**config.mk**
```make
export PLATFORM = sky130hd
export DESIGN_NAME = ilv_demux
export DESIGN_NICKNAME = d
export VERILOG_FILES = /design/src/rtl/ilv_demux.sv
export SDC_FILE = /design/constraint.sdc
export NUM_CORES = 1
export LEC_CHECK = 0
export BUFFER_PORTS_ARGS = -buffer_cell sky130_fd_sc_hd__clkbuf_2
export CORE_ASPECT_RATIO = 0.6
export CORE_UTILIZATION = 40
export CTS_CLUSTER_SIZE = 40
export DETAILED_ROUTE_END_ITERATION = 7
export PLACE_DENSITY = 0.6
export SLEW_MARGIN = 25
export SYNTH_ARGS = -nofsm -noshare
export SYNTH_HDL_FRONTEND = slang
export SYNTH_SLANG_ARGS = --single-unit
```
**constraint.sdc**
```tcl
create_clock -name clk -period 1.5 [get_ports clk]
set_input_delay 0.15 -clock clk [delete_from_list [all_inputs] [get_ports clk]]
set_output_delay 0.15 -clock clk [all_outputs]
set_load 0.05 [all_outputs]
```
**src/rtl/ilv_demux.sv**
```systemverilog
module ilv_demux #(
  parameter int W = 14
) (
  input  logic         clk,
  input  logic         rst_n,
  input  logic         mode,
  input  logic         align,
  input  logic         wr,
  input  logic         sel,
  input  logic [W-1:0] bus_a,
  input  logic [W-1:0] bus_b,
  output logic [W-1:0] dac_a,
  output logic [W-1:0] dac_b,
  output logic         dac_clk
);

  logic [W-1:0] in_a, in_b, stg_a, stg_b;
  logic         wr_q, dclk;

  wire          wr_fall = wr_q & ~wr;
  wire          load    = mode | (~align & ~dclk);
  wire  [W-1:0] src_a   = mode ? in_a : stg_a;
  wire  [W-1:0] src_b   = mode ? in_b : stg_b;

  assign dac_clk = dclk;

  always_ff @(posedge clk or negedge rst_n) begin
    if (!rst_n) begin
      in_a  <= '0;
      in_b  <= '0;
      stg_a <= '0;
      stg_b <= '0;
      wr_q  <= 1'b0;
      dclk  <= 1'b0;
      dac_a <= '0;
      dac_b <= '0;
    end else begin
      wr_q <= wr;
      if (wr) begin
        if (mode) begin
          in_a <= bus_a;
          in_b <= bus_b;
        end else if (sel) begin
          in_a <= bus_a;
        end else begin
          in_b <= bus_a;
        end
      end
      if (wr_fall) begin
        stg_a <= in_a;
        stg_b <= in_b;
      end
      dclk <= (mode | align) ? 1'b0 : ~dclk;
      if (load) begin
        dac_a <= src_a;
        dac_b <= src_b;
      end
    end
  end

endmodule

```
# After elaboration in Yosys (flattened, before gate mapping)
# Cells that the tools add are included.
dict set report word_totals {
  reg_bits 86
  word_cells 26
  input_bits 34
  out_inout_bits 29
}
dict set report classes {
  n_reduce_logical 3
  n_eq_ne 1
  mux 7
  bitwise_logic 7
}
# operator count
set ops {}
lappend ops {{2-to-1 mux 14 bit} 6}
lappend ops {{AND reduction 2 bit} 2}
lappend ops {{inverter 1 bit} 3}
lappend ops {{AND 1 bit} 2}
lappend ops {{inequality test 2 bit (second input constant)} 1}
lappend ops {{OR 1 bit} 2}
lappend ops {{nonzero test 2 bit} 1}
lappend ops {{2-to-1 mux 1 bit} 1}

# Logic depth before layout (Yosys ltp)
# Gate-level depths: netlist of the first run.
dict set report depth {
  depth_word 3
  ltp_mapped 5
  depth_no_buf 3
}

# Worst setup path before layout of the first run
# No wires, ideal clock.
dict set report synth_timing {
  path_type {flip-flop to flip-flop}
  startpoint {reg dclk, in the netlist dac_clk}
  endpoint {reg dac_b[8]}
  t_arrival_ns 1.399
  setup_slack_ns -0.019
  stages_incl_launch_ff 5
  synth_period_minus_slack_ns 1.519
  setup_ns 0.120
  cell_sequence {dfrtp_1 > nor2_4 > buf_8 > mux2i_1 > o21ai_2}
}
dict set report synth_between {
  elab_chain_len 3
}
# item line_no
set synth_rtl {}
lappend synth_rtl {{start, declared} 18} ;# logic wr_q, dclk;
lappend synth_rtl {{start signal, assigned} 53} ;# dclk <= (mode | align) ? 1'b0 : ~dclk;
lappend synth_rtl {{inverter 1 bit} 21} ;# wire load = mode | (~align & ~dclk);
lappend synth_rtl {{AND 1 bit} 21}
lappend synth_rtl {{OR 1 bit} 21}
lappend synth_rtl {{end signal, assigned} 56} ;# dac_b <= src_b;
lappend synth_rtl {{end, declared} 13} ;# output logic [W-1:0] dac_b,
# Every way passes these cells.
# A chain may end at the register's enable or synchronous reset.

# Worst setup path in the final report of the first run
dict set report layout_timing {
  startpoint {reg dclk, in the netlist dac_clk}
  endpoint {reg dac_a[1]}
}
dict set report layout_between {
  elab_chain_len 3
}
# item line_no
set layout_rtl {}
lappend layout_rtl {{inverter 1 bit} 21}
lappend layout_rtl {{AND 1 bit} 21}
lappend layout_rtl {{OR 1 bit} 21}
lappend layout_rtl {{end signal, assigned} 55} ;# dac_a <= src_a;
lappend layout_rtl {{end, declared} 12} ;# output logic [W-1:0] dac_a,
# Every way passes these cells.

==> key figures, run 1 <==
Pwr
  • Switching Fraction: 0.3051
  • Combinational Power Share: 0.213
  • Psw: 2034 uW
  • P_leak: 0.001976 uW
  • Pwr per Cell Area: 1531 nW/um2
  • Clk pwr share: 0.338
  • Internal power: 4632 uW
  • Register share of total power: 0.450
  • VDD IR-drop max: 598.7 uV

Die
  • Core box area: 8588 um2
  • Die H: 75.24 um
  • Die Footprint: 9335 um2
  • Initial core utilization: 0.4164
  • Die span in x: 124.1 um
  • # rows: 26
  • I/O Pins: 63

Timing
  • Final Cycle Share: 0.8652
  • Fin. Hold Viols: 0
  • Tmin final: 1.298 ns
  • Final worst slack: 0.2022 ns
  • # setup viols final: 0
  • Skew final: 0.007417 ns
  • Fmax: 0.7705 GHz
  • Transition time of the tightest slew-check pin: 0.5608 ns
  • Setup TNS Final: 0 ns
  • Final Slew Violations: 0
  • Max-Slew Margin vs Limit: 0.6261
  • RSZ-0062 raised after global routing: no

Critical path
  • Crit path max fanout: 9
  • Kind of critical path: reg2reg
  • Critical Path Source Type: register
  • Critical Path RT: 1.68 ns
  • CP Capture Type: register
  • Worst Path Arrival: 1.47 ns

Synth
  • Synth top area cells: dfrtp_1 60%, mux2_2 13%, mux2i_1 7.8%
  • Syn_area_per_cell: 12.68 um2
  • Top-count cell post-synth: dfrtp_1
  • Top cell type's share of synthesized area: 0.6018
  • Sequential-to-total area share from yosys stat: 0.6018
  • YS warnings: 0
  • Cells after Synth: 282
  • Ys async rst share: 1.000
  • Post-synth top area cell: dfrtp_1
  • Top_reg_cell synth: dfrtp_1
  • Number of synthesized register bits: 86
  • Commonest cells in the netlist: 86 x dfrtp_1, 42 x mux2_2, 29 x nand2_1
  • Post-synth net total: 316
  • Yosys cell types: 19
  • Synth Cell Area: 3576 um2
  • EDFF count, synth: 0

Clock network
  • H-tree levels: 3
  • CTS-repair resized insts: 0
  • Clock latency at the later pin of the worst-skew pair: 0.34 ns
  • Total CTS buffers: 9
  • CTS tree: built
  • Clock tree root buffer cell: clkbuf_16
  • Clock sinks: 86
  • Clock transition at the registers of the reported paths: 0.06 ns
  • Clock tree buffer depth: 2
  • Post-CTS Setup Bufs: 0

Detailed routing
  • Remaining antenna violation count: 0
  • Vias per cell: 5.248
  • Drt pass-1 iters: 4
  • Routed WL: 8053 um
  • Vias: 2,456
  • Drt wl/cell: 17.21 um
  • DRC viols: 0
  • Drt first-iter violations: 148

Placed design
  • Placement Cell Area: 4043 um2
  • DP HPWL: 5604 um
  • Input/output buffers: 62
  • Global placement routability congestion: 0.7871
  • Setup WS pre-CTS: 0.1130 ns

Cells and area
  • Fin nets: 385
  • Util after Layout: 0.5071
  • Synth-to-layout area growth: 21.80%
  • Final instance area: 4355 um2
  • N_diodes: 0
  • Layout cells sized above 1: 0.3820

GRT
  • First-pass GRT wire length: 13,120 um
  • Largest net degree at the start of global routing: 58
  • Initial antenna violation count: 0
  • GRT overflow: 0
  • Vias in the first global route: 2,471
  • GRT Util Overall: 0.1952

Hold path
  • Hold Path Class: in2reg

Run
  • Max-cap viol count: 0

Outcome
  • Status: complete, no violations
registers in the layout, summed over array words and instances (netlist names):
| register | flops |
|---|---|
| dac_a | 14 |
| dac_b | 14 |
| in_a | 14 |
| in_b | 14 |
| stg_a | 14 |
| stg_b | 14 |
| dac_clk | 1 |
| wr_q | 1 |
path summary, 6_finish.rpt:
check	startpoint	end	slack, ns	cells past startpoint
max in group asynchronous	rst_n	stg_a[13]	0.53	3
max reg2reg	dac_clk	dac_a[1]	0.20	4
min reg2reg	dac_clk	dac_clk	0.48	1
min	align	dac_clk	0.01	2
min in group asynchronous	rst_n	dac_b[7]	0.31	2
max	dac_clk	dac_a[1]	0.20	4
repair_timing:
item	in CTS	in global routing
setup endpoints to repair	0	0
hold buffers	1	0
endpoints found under the hold margin	32	0
critical path, cell delays in order (launching register included):
cell     delay, ns
dfrtp_2       0.43
nor2_4        0.14
buf_4         0.23
mux2i_1       0.20
o21ai_0       0.12
per-layer routing:
metal / part of all wire / vias up / track usage
li1: - / 1165 / -
met3: 0.074 / 5 / 0.08030
met2: 0.42 / 74 / 0.2818
met1: 0.50 / 1212 / 0.2744
met4: 0.0067 / 0 / 0.04365
met5: 0 / - / 0
placed cells by master (no fill, tap or decap), drive strengths merged:
master	n
nor2	1
inv	2
clkbuf	74
nand2	29
buf	14
dlygate4sd3	1
nor2b	1
o21ai	31
nand2b	1
dfrtp	86
mux2i	28
bufinv	1
mux2	42
o22ai	26
clkinv	1
a21oi	14
or3b	2
nor3	1
clkinvlp	1
metrics by stage:
stage          hold WS (ns)  power (uW)  std cells
3_3_place_gp         0.1403        4427        451
6_report            0.01456        6666        468
3_5_place_dp         0.1411        4474        451
2_1_floorplan       -0.1456        4026        282
4_1_cts            0.001789        6748        468
5_1_grt            0.009466        7017        468
cell type report:
class / count / area, um2
Multi-Input combinational cell: 176 / 1306
Clock inverter: 3 / 42.54
Fill cell: 790 / 4233
Clock buffer: 13 / 260.3
Inverter: 2 / 7.507
Timing Repair Buffer: 76 / 445.4
Tap cell: 112 / 140.1
Sequential cell: 86 / 2153
power by group through the flow:
stage / Combinational, uW / Clock [uW] / Sequential, uW
final: 1420 / 2250 / 3000
after global routing: 1540 / 2420 / 3060
after CTS: 1440 / 2310 / 3000
after detailed placement: 1430 / 0 / 3040
after global placement: 1400 / 0 / 3020
after floorplan: 594 / 0 / 3430
logic make-up (layout without fill, tap and decap cells):
group	Yosys count	after routing	share of synthesized area
multiplexers	70	70	0.2106
AO/OA/AOI/OAI	71	71	0.1106
flip-flops	86	86	0.6018
buffers and inverters	20	94	0.03359
AND/OR/NAND/NOR	35	35	0.04339
Note: power is estimated with default switching activity, not from simulation.
==> inputs of run 2 (changes only) <==
CTS_BUF_LIST = sky130_fd_sc_hd__clkbuf_4   (was default)
clock period = 1.7 ns   (was 1.5 ns; I/O delays follow)
==> run 2 against run 1 <==
- utilization increased by 1.2 points
- register-to-register slack better by 0.25 ns
- critical path depth is 2 higher
- clock power shrank 50%
- combinational power fell by 9%
- clock skew up 0.0039 ns
- non-clock buffer count grew 26
- highest routed layer unchanged
==> key figures, run 2 (synthesis gave the netlist of run 1 again) <==
Critical path
  • Crit Reg-Reg Endpoint: dac_b[9]
  • Kind of critical path: in2reg
  • Stages on worst setup path: 6
  • Crit-path slowest cell: dlygate4sd3_1
  • FF-to-FF setup slack: 0.45 ns
  • CP Capture Type: register
  • Worst Path Arrival: 1.83 ns
  • Worst Setup SP: wr
  • Critical Path RT: 2.02 ns
  • Critical Path Source Type: primary input
  • Critical path cell sequence: dlygate4sd3_1 > clkbuf_2 > buf_4 > nand2_1 > o22ai_1 > a21oi_1
  • Crit Reg-Reg Startpoint: dac_clk
  • Worst r2r path cells: 4
  • Crit path max fanout: 14
  • Crit path max-delay family: buffers and inverters
  • Critical Path End: in_b[0]
  • CP bufs+invs: 3
  • Critical path's largest stage delay: 0.53 ns

Die
  • Die Footprint: 9335 um2
  • Die span in x: 124.1 um
  • Initial core utilization: 0.4164
  • Die H: 75.24 um
  • # rows: 26
  • I/O Pins: 63
  • Core box area: 8588 um2

Detailed routing
  • Vias: 2,590
  • Vias per cell: 5.243
  • Drt pass-1 iters: 4
  • DRC viols: 0
  • Drt wl/cell: 16.32 um
  • Routed WL: 8061 um
  • Remaining antenna violation count: 0
  • Drt first-iter violations: 87

Clock network
  • Clock transition at the registers of the reported paths: 0.12 ns
  • CTS tree: built
  • Clock sinks: 86
  • Total CTS buffers: 9
  • Clock tree buffer depth: 2
  • Clock tree root buffer cell: clkbuf_4
  • H-tree levels: 3
  • Clock latency at the later pin of the worst-skew pair: 0.45 ns
  • Post-CTS Setup Bufs: 0

GRT
  • GRT overflow: 0
  • Largest net degree at the start of global routing: 43
  • Vias in the first global route: 2,547
  • Initial antenna violation count: 0
  • First-pass GRT wire length: 12,960 um
  • GRT Util Overall: 0.1915

Cells and area
  • Storage element area: 2152 um2
  • Final instance area: 4454 um2
  • Layout fillers: 780
  • Most frequent cells in the layout: 86 x dfrtp_1, 61 x clkbuf_2, 42 x mux2_2
  • Area of the multi-input gates: 1306 um2
  • Fin nets: 411
  • Synth-to-layout area growth: 24.56%
  • N_diodes: 0
  • Layout cells sized above 1: 0.3482
  • Commonest non-fill, non-tap cell in the layout: dfrtp_1

Timing
  • Fin. Hold Viols: 0
  • Final Cycle Share: 0.8907
  • Tmin final: 1.514 ns
  • # setup viols final: 0
  • Max-Slew Margin vs Limit: 0.6476
  • Setup TNS Final: 0 ns
  • Final Slew Violations: 0
  • RSZ-0062 raised after global routing: no
  • Fmax: 0.6605 GHz
  • Transition time of the tightest slew-check pin: 0.5286 ns
  • Skew final: 0.01130 ns

Hold path
  • Hold Path Class: in2async

Run
  • Max-cap viol count: 0

Outcome
  • Status: complete, no violations

Pwr
  • VDD IR-drop max: 524.7 uV
  • Pwr per Cell Area: 1137 nW/um2
  • P_leak: 0.002019 uW

Placed design
  • Placement Cell Area: 4011 um2
  • Input/output buffers: 62
  • DP HPWL: 5324 um
  • Global placement routability congestion: 0.7728
[run 2: cell types whose count changed in the layout (fill, tap and decap cells not counted)]
cell	previous run	this run
dlygate4sd3_1	1	31
clkbuf_1	2	0
clkbuf_16	9	0
dfrtp_1	85	86
dfrtp_2	1	0
clkinvlp_4	1	0
clkinv_2	1	4
clkbuf_4	0	11
buf_4	12	8
clkbuf_8	2	0
[run 2: timing repair]
item,CTS,global route
hold endpoints to repair,64,0
setup endpoints to repair,0,0
hold buffers,31,0
gates resized for setup,0,0
[run 2: layout make-up]
cell class / instances / share of cell area
timing repair buffer: 102 / 0.1607
multi-input combinational: 176 / 0.2933
inverter: 2 / 0.001685
clock buffer: 11 / 0.01854
sequential: 86 / 0.4831
clock inverter: 5 / 0.01124
tap: 112 / 0.03146
[run 2: how the worst min path moves through the flow]
stage,cells past startpoint,endpoint
final,2,stg_b[6]
after global routing,4,dac_b[2]
after CTS,4,dac_b[7]
after detailed placement,1,dac_b[6]
after global placement,1,dac_b[6]
after floorplan,0,dac_a[0]
[run 2: metrics by stage]
| stage | setup slack [ns] | hold slack, ns | std cells | total power, uW | utilization |
|---|---|---|---|---|---|
| 2_1_floorplan | 0.1808 | -0.1256 | 282 | 3553 | - |
| 3_3_place_gp | 0.3531 | 0.1561 | 447 | 3892 | 0.4671 |
| 3_5_place_dp | 0.2890 | 0.1543 | 447 | 3923 | 0.4671 |
| 4_1_cts | 0.2175 | 0.1774 | 494 | 5128 | 0.5186 |
| 5_1_grt | 0.1182 | 0.2068 | 494 | 5359 | 0.5186 |
| 6_report | 0.1859 | 0.2042 | 494 | 5066 | 0.5186 |
[run 2: per-layer routing]
metal | part of all wire | global-route usage | up-vias
met5 | 0 | 0 | -
met4 | 0.014 | 0.07804 | 0
met3 | 0.064 | 0.05758 | 12
met2 | 0.42 | 0.2744 | 87
met1 | 0.50 | 0.2722 | 1280
li1 | - | - | 1211
[run 2: power by group]
| part | total, uW | switching [uW] | internal (uW) |
|---|---|---|---|
| registers | 2640 | 234 | 2410 |
| logic | 1290 | 798 | 496 |
| clock network | 1130 | 661 | 472 |
